`src/rtl/irq_rr_pkg.sv`:
```
package irq_rr_pkg;

  localparam int WORD_W      = 32;
  localparam int ENTRY_WORDS = 4;
  localparam int ENTRY_BYTES = ENTRY_WORDS * (WORD_W / 8);

  typedef enum logic [1:0] {
    ST_IDLE    = 2'd0,
    ST_FETCH   = 2'd1,
    ST_EMIT    = 2'd2,
    ST_PUBLISH = 2'd3
  } rr_state_e;

  typedef struct packed {
    logic [7:0]  src_id;
    logic [27:0] src_data;
    logic [7:0]  ring_id;
    logic [7:0]  vmid;
    logic [15:0] pasid;
  } iv_entry_t;

endpackage

```
`src/rtl/irq_rr_wptr.sv`:
```
module irq_rr_wptr #(
  parameter int PTR_W = 16
) (
  input  logic [PTR_W-1:0] wptr_in,
  input  logic [PTR_W-1:0] rptr,
  output logic [PTR_W-1:0] wptr_eff,
  output logic             ovf_flag,
  output logic [PTR_W-1:0] jump_ptr,
  output logic             pending
);
  import irq_rr_pkg::*;

  localparam logic [PTR_W-1:0] STEP = PTR_W'(ENTRY_BYTES);

  always_comb begin
    ovf_flag = wptr_in[0];
    wptr_eff = {wptr_in[PTR_W-1:1], 1'b0};
    jump_ptr = wptr_eff + STEP;
    pending  = (wptr_eff != rptr);
  end

endmodule

```
`src/rtl/irq_rr_fetch.sv`:
```
module irq_rr_fetch #(
  parameter int PTR_W = 16
) (
  input  logic                   clk,
  input  logic                   rst_n,
  input  logic                   active,
  input  logic [PTR_W-1:0]       rptr,
  output logic                   mem_req,
  output logic [PTR_W-3:0]       mem_addr,
  input  logic [31:0]            mem_rdata,
  output logic                   done,
  output irq_rr_pkg::iv_entry_t  entry
);
  import irq_rr_pkg::*;

  localparam logic [2:0] LAST = 3'(ENTRY_WORDS);

  logic [2:0] cnt_q, cnt_d;
  logic       cnt_en;
  logic       cap_w0, cap_w1, cap_w2;
  iv_entry_t  entry_q;

  // word counter: 0..3 issue reads, 1..4 take returned data
  always_comb begin
    cnt_en = active || (cnt_q != 3'd0);
    if (!active)            cnt_d = 3'd0;
    else if (cnt_q == LAST) cnt_d = cnt_q;
    else                    cnt_d = cnt_q + 3'd1;
  end

  always_ff @(posedge clk or negedge rst_n) begin
    if (!rst_n)      cnt_q <= 3'd0;
    else if (cnt_en) cnt_q <= cnt_d;
  end

  always_comb begin
    mem_req  = active && (cnt_q < LAST);
    mem_addr = {rptr[PTR_W-1:4], cnt_q[1:0]};
    done     = active && (cnt_q == LAST);
    cap_w0   = active && (cnt_q == 3'd1);
    cap_w1   = active && (cnt_q == 3'd2);
    cap_w2   = active && (cnt_q == 3'd3);
  end

  // the fourth word returns at cnt_q == LAST and is not stored
  always_ff @(posedge clk or negedge rst_n) begin
    if (!rst_n) begin
      entry_q <= '0;
    end else begin
      if (cap_w0) entry_q.src_id   <= mem_rdata[7:0];
      if (cap_w1) entry_q.src_data <= mem_rdata[27:0];
      if (cap_w2) begin
        entry_q.ring_id <= mem_rdata[7:0];
        entry_q.vmid    <= mem_rdata[15:8];
        entry_q.pasid   <= mem_rdata[31:16];
      end
    end
  end

  assign entry = entry_q;

  AST_WORD_SEQ: assert property (@(posedge clk) disable iff (!rst_n)
    (mem_req && $past(mem_req)) |-> (mem_addr == $past(mem_addr) + 1'b1));

endmodule

```
`src/rtl/irq_ring_reader.sv`:
```
module irq_ring_reader #(
  parameter int PTR_W = 16
) (
  input  logic             clk,
  input  logic             rst_n,
  input  logic             enable,
  input  logic [PTR_W-1:0] wptr_in,
  output logic [PTR_W-1:0] rptr_out,
  output logic             ovf_clr,
  output logic             mem_req,
  output logic [PTR_W-3:0] mem_addr,
  input  logic [31:0]      mem_rdata,
  output logic             ev_valid,
  input  logic             ev_ready,
  output logic [7:0]       ev_src_id,
  output logic [27:0]      ev_src_data,
  output logic [7:0]       ev_ring_id,
  output logic [7:0]       ev_vmid,
  output logic [15:0]      ev_pasid
);
  import irq_rr_pkg::*;

  localparam logic [PTR_W-1:0] STEP = PTR_W'(ENTRY_BYTES);

  // reset: asserted asynchronously, released on the clock
  logic [1:0] rst_sync_q;
  logic       rst_sync_n;

  always_ff @(posedge clk or negedge rst_n) begin
    if (!rst_n) rst_sync_q <= 2'b00;
    else        rst_sync_q <= {rst_sync_q[0], 1'b1};
  end
  assign rst_sync_n = rst_sync_q[1];

  rr_state_e        state_q, state_d;
  logic [PTR_W-1:0] rptr_q, rptr_d;
  logic [PTR_W-1:0] rpo_q, rpo_d;
  logic             ovfc_q, ovfc_d;
  logic             rptr_en, rpo_en;

  logic [PTR_W-1:0] wptr_eff, jump_ptr, rptr_adv;
  logic             ovf_flag, pending;
  logic             fetch_done;
  iv_entry_t        entry;

  irq_rr_wptr #(.PTR_W(PTR_W)) u_wptr (
    .wptr_in  (wptr_in),
    .rptr     (rptr_q),
    .wptr_eff (wptr_eff),
    .ovf_flag (ovf_flag),
    .jump_ptr (jump_ptr),
    .pending  (pending)
  );

  irq_rr_fetch #(.PTR_W(PTR_W)) u_fetch (
    .clk       (clk),
    .rst_n     (rst_sync_n),
    .active    (enable && (state_q == ST_FETCH)),
    .rptr      (rptr_q),
    .mem_req   (mem_req),
    .mem_addr  (mem_addr),
    .mem_rdata (mem_rdata),
    .done      (fetch_done),
    .entry     (entry)
  );

  assign rptr_adv = rptr_q + STEP;

  // next state
  always_comb begin
    state_d = state_q;
    rptr_d  = rptr_q;
    rpo_d   = rpo_q;
    ovfc_d  = 1'b0;
    if (!enable) begin
      state_d = ST_IDLE;
      rptr_d  = '0;
      rpo_d   = '0;
    end else begin
      unique case (state_q)
        ST_IDLE: begin
          if (ovf_flag && !ovfc_q) begin
            rptr_d = jump_ptr;
            ovfc_d = 1'b1;
          end else if (pending) begin
            state_d = ST_FETCH;
          end
        end
        ST_FETCH: begin
          if (fetch_done) state_d = ST_EMIT;
        end
        ST_EMIT: begin
          if (ev_ready) begin
            rptr_d  = rptr_adv;
            state_d = (rptr_adv == wptr_eff) ? ST_PUBLISH : ST_FETCH;
          end
        end
        ST_PUBLISH: begin
          rpo_d   = rptr_q;
          state_d = ST_IDLE;
        end
        default: state_d = ST_IDLE;
      endcase
    end
  end

  assign rptr_en = (rptr_d != rptr_q);
  assign rpo_en  = (rpo_d != rpo_q);

  // registers
  always_ff @(posedge clk or negedge rst_sync_n) begin
    if (!rst_sync_n) begin
      state_q <= ST_IDLE;
      rptr_q  <= '0;
      rpo_q   <= '0;
      ovfc_q  <= 1'b0;
    end else begin
      state_q <= state_d;
      ovfc_q  <= ovfc_d;
      if (rptr_en) rptr_q <= rptr_d;
      if (rpo_en)  rpo_q  <= rpo_d;
    end
  end

  always_comb begin
    rptr_out    = rpo_q;
    ovf_clr     = ovfc_q;
    ev_valid    = (state_q == ST_EMIT);
    ev_src_id   = entry.src_id;
    ev_src_data = entry.src_data;
    ev_ring_id  = entry.ring_id;
    ev_vmid     = entry.vmid;
    ev_pasid    = entry.pasid;
  end

  AST_EV_HOLD: assert property (@(posedge clk) disable iff (!rst_sync_n || !enable)
    (ev_valid && !ev_ready) |=> (ev_valid && $stable(ev_src_id) && $stable(ev_src_data)
      && $stable(ev_ring_id) && $stable(ev_vmid) && $stable(ev_pasid)));

  AST_ADVANCE: assert property (@(posedge clk) disable iff (!rst_sync_n || !enable)
    (ev_valid && ev_ready) |=> (rptr_q == $past(rptr_q) + STEP));

  AST_OVF_PULSE: assert property (@(posedge clk) disable iff (!rst_sync_n)
    ovf_clr |=> !ovf_clr);

  AST_PUBLISH: assert property (@(posedge clk) disable iff (!rst_sync_n)
    (state_q == ST_PUBLISH && enable) |=> (rptr_out == $past(rptr_q)));

  AST_DISABLE_ZERO: assert property (@(posedge clk) disable iff (!rst_sync_n)
    !enable |=> (rptr_out == '0 && !ev_valid && !mem_req && !ovf_clr));

endmodule

```
`config.mk`:
```
export PLATFORM = sky130hd
export DESIGN_NAME = irq_ring_reader
export DESIGN_NICKNAME = d
export VERILOG_FILES = /design/src/rtl/irq_rr_pkg.sv /design/src/rtl/irq_rr_wptr.sv /design/src/rtl/irq_rr_fetch.sv /design/src/rtl/irq_ring_reader.sv
export SDC_FILE = /design/constraint.sdc
export NUM_CORES = 1
export LEC_CHECK = 0
export ABC_AREA = 1
export ABC_CLOCK_PERIOD_IN_PS = 5100
export BUFFER_PORTS_ARGS = -buffer_cell sky130_fd_sc_hd__buf_2
export CAP_MARGIN = 20
export CORE_ASPECT_RATIO = 2
export CORE_UTILIZATION = 55
export DETAILED_ROUTE_END_ITERATION = 7
export GPL_TIMING_DRIVEN = 0
export PLACE_DENSITY = 0.84
export SKIP_CTS_REPAIR_TIMING = 1
export SLEW_MARGIN = 25
export SYNTH_ARGS = -nofsm -noshare
export SYNTH_HDL_FRONTEND = slang
export SYNTH_SLANG_ARGS = --single-unit
export TNS_END_PERCENT = 30
```
`constraint.sdc`:
```
create_clock -name clk -period 5.1 [get_ports clk]
set_input_delay 0 -clock clk [delete_from_list [all_inputs] [get_ports clk]]
set_output_delay 0 -clock clk [all_outputs]
set_load 0.005 [all_outputs]
```
==> impl_metrics.csv <==
group,metric,value,unit
status,status,"completed",
floorplanning,die_w,72.3,µm
timing,maxSlewHeadroom,0.518,
synthesis,syn-num-nets,687,
global_routing,grt_pass1_vias,4982,
clock_network,clk-insertion-delay-late,350,ps
power_and_ir_drop,ir_worst_vdd,317,µV
clock_network,cts.clk_slew.worst_paths,70,ps
timing,fmax,0.481,GHz
placed_design,dpl.hpwl,12000,µm
timing,min_period,2080,ps
detailed_routing,vias,5354,
synthesis,synth_edf_count,0,
clock_network,tritoncts,"done",
synthesis,synth.largest_area_cell,"dfrtp_1",
synthesis,syn-cell-area,5440,µm²
critical_path,required,5390,ps
detailed_routing,antenna_left,0,
detailed_routing,drt_wl_total,17100,µm
timing,worst_pin_slew,724,ps
global_routing,grt_usage,0.306,
clock_network,cts_made_buffers,9,
floorplanning,core_area,9640,µm²
detailed_routing,drtIter0Drc,451,
global_routing,grt_pass1_wl,23800,µm
synthesis,ys_ff_latch,108,
placed_design,port_buffers,150,
placed_design,place_area,6380,µm²
global_routing,grt.overflow.total,0,
worst_hold_path,hold_class,"primary input to flop",
timing,clock_skew,8.28,ps
synthesis,synth_top_area_share,0.497,
floorplanning,dieHeight,143,µm
detailed_routing,drc,0,
layout,n_fill_cell,667,
run,drv_cap,0,
clock_network,clock_sinks,108,
timing,slew_violations,0,
global_routing,grt_max_degree,55,
synthesis,ys.flop_type,"dfrtp_1",
synthesis,synthDistinctLibCells,45,
critical_path,start_kind,"flop",
detailed_routing,wl_per_cell,17.8,µm
synthesis,synth_area_leaders,"dfrtp_1 50%, nand2_1 8.4%, a21oi_1 5.1%",
synthesis,synth_cells,628,
layout,postLayoutCellArea,7030,µm²
critical_path,cp-end-kind,"flop",
critical_path,worstPathMaxFanout,6,
global_routing,antenna_found_initial,1,
clock_network,cts-root-buf,"clkbuf_16",
synthesis,synthTopCellsByCount,"122 x nand2_1, 108 x dfrtp_1, 68 x inv_1, 56 x nor2_1, 55 x a21oi_1",
synthesis,yosysMostFrequentCell,"nand2_1",
timing,rsz0062_at_grt,"no",
critical_path,crit_type,"flop to flop",
floorplanning,start_util,0.564,
floorplanning,ios,153,
layout,fin_nets,885,
power_and_ir_drop,leakage,3.65,nW
layout,area_growth,29.3,%
synthesis,ys.warnings.count,0,
clock_network,cts_buffer_depth,2,
synthesis,ys_async_sr_fraction,1.00,
placed_design,routabilityCongestion,1.01,
timing,setup_viol,0,
power_and_ir_drop,power_per_cell_area,505,nW/µm²
layout,drive_gt1_frac,0.276,
detailed_routing,drt-pass1-iter-count,5,
timing,period_share,0.408,
timing,setup_tns,0,ps
critical_path,arrival,2370,ps
floorplanning,die_area,10300,µm²
power_and_ir_drop,finalPower,0.00355,W
detailed_routing,viasPerCell,5.55,
floorplanning,rows,51,
synthesis,yosysSeqAreaShare,0.497,
timing,hold_viol_final,0,
clock_network,htreeDepth,3,
synthesis,avgSynthCellArea,8.65,µm²
-- area by class of cell --
type / count / area [µm²] / area share
antenna: 1 / 2.50 / 0.000356
buffer: 29 / 183 / 0.0260
clock buffer: 10 / 229 / 0.0326
clock inverter: 6 / 55.1 / 0.00783
inverter: 75 / 284 / 0.0404
multi-input combinational: 416 / 2270 / 0.322
sequential: 108 / 2710 / 0.385
tap: 132 / 165 / 0.0235
timing repair buffer: 187 / 1140 / 0.162
-- placed cells by master, fill, tap and decap left out, types with 10 or more instances in the layout --
cell type      Yosys  final
a21oi_1           55     55
clkbuf_1           9     10
o21ai_0           39     39
mux2_1            13     13
dfrtp_1          108    107
inv_1             68     68
nor2_1            56     56
buf_2              8    158
nand3_1           48     48
nand2_1          122    122
dlygate4sd3_1      0     36
-- stage by stage --
| stage | setup slack [ps] | std cells | utilization | hold slack (ps) |
|---|---|---|---|---|
| 2_1_floorplan | 1870 | 628 | - | -296 |
| 3_3_place_gp | 823 | 910 | 0.659 | -216 |
| 3_5_place_dp | 3070 | 911 | 0.662 | -214 |
| 4_1_cts | 3040 | 927 | 0.692 | -591 |
| 5_1_grt | 2910 | 964 | 0.730 | 14.1 |
| 6_report | 3020 | 964 | 0.730 | 6.28 |
-- worst max-delay path: stages, from the launching register on --
cell and delay, ps:
dfrtp_1 490, ha_1 330, nand2_1 140, nor2_4 220, inv_2 100, nand2_1 80
nand2_1 50, nor2_1 90, nand3_1 90, nor2_1 130, nand3_1 120, nand2_1 80
nand2_1 50, nand2_1 50
-- kinds of logic (layout without fill, tap and decap cells) --
family                   Yosys count  in the layout  share of synthesized area
AND/OR/NAND/NOR                  247            247                      0.203
AO/OA/AOI/OAI                    133            133                      0.142
flip-flops                       108            108                      0.497
buffers and inverters            104            307                     0.0859
multiplexers                      22             22                     0.0456
adder cells (fa/ha/maj)            7              7                     0.0161
XOR/XNOR                           6              6                    0.00967
other                              1              2                   0.000690
-- state kept, by name, indices dropped and copies added (netlist names) --
signal and cells:
state_q 2, rptr_q 16, u_fetch.cnt_q 3, rst_sync_q 2, u_fetch.entry 68, ovf_clr 1, rptr_out 16
-- per-layer routing --
layer / share of wire / global-route usage
met1: 0.34 / 0.299
met2: 0.54 / 0.573
met3: 0.061 / 0.0510
met4: 0.061 / 0.196
met5: 0 / 0
-- final timing paths --
| check | from | end | slack [ps] | cells after the start |
|---|---|---|---|---|
| worst max register to register | rptr_q[4]$_DFFE_PN0P_ | state_q[1]$_DFFE_PN0P_ | 3020 | 13 |
| min in group asynchronous | rst_sync_q[1]$_DFF_PN0_ | u_fetch.entry[60]$_DFFE_PN0P_ | 390 | 0 |
| max in group asynchronous | rst_sync_q[1]$_DFF_PN0_ | rptr_q[7]$_DFFE_PN0P_ | 4000 | 1 |
| worst max-delay path | rptr_q[4]$_DFFE_PN0P_ | state_q[1]$_DFFE_PN0P_ | 3020 | 13 |
| worst min register to register | rst_sync_q[1]$_DFF_PN0_ | u_fetch.entry[60]$_DFFE_PN0P_ | 390 | 0 |
| worst min-delay path | mem_rdata[7] | u_fetch.entry[39]$_DFFE_PN0P_ | 6 | 3 |
-- report_power, final --
group | leakage (nW) | total, W | switching (W) | internal [W]
sequential | 1.41 | 0.00145 | 0.000258 | 0.00119
combinational | 2.11 | 0.00142 | 0.000810 | 0.000609
clock | 0.134 | 0.000682 | 0.000340 | 0.000343
total | 3.65 | 0.00355 | 0.00141 | 0.00214
(Power assumes the default switching activity.)
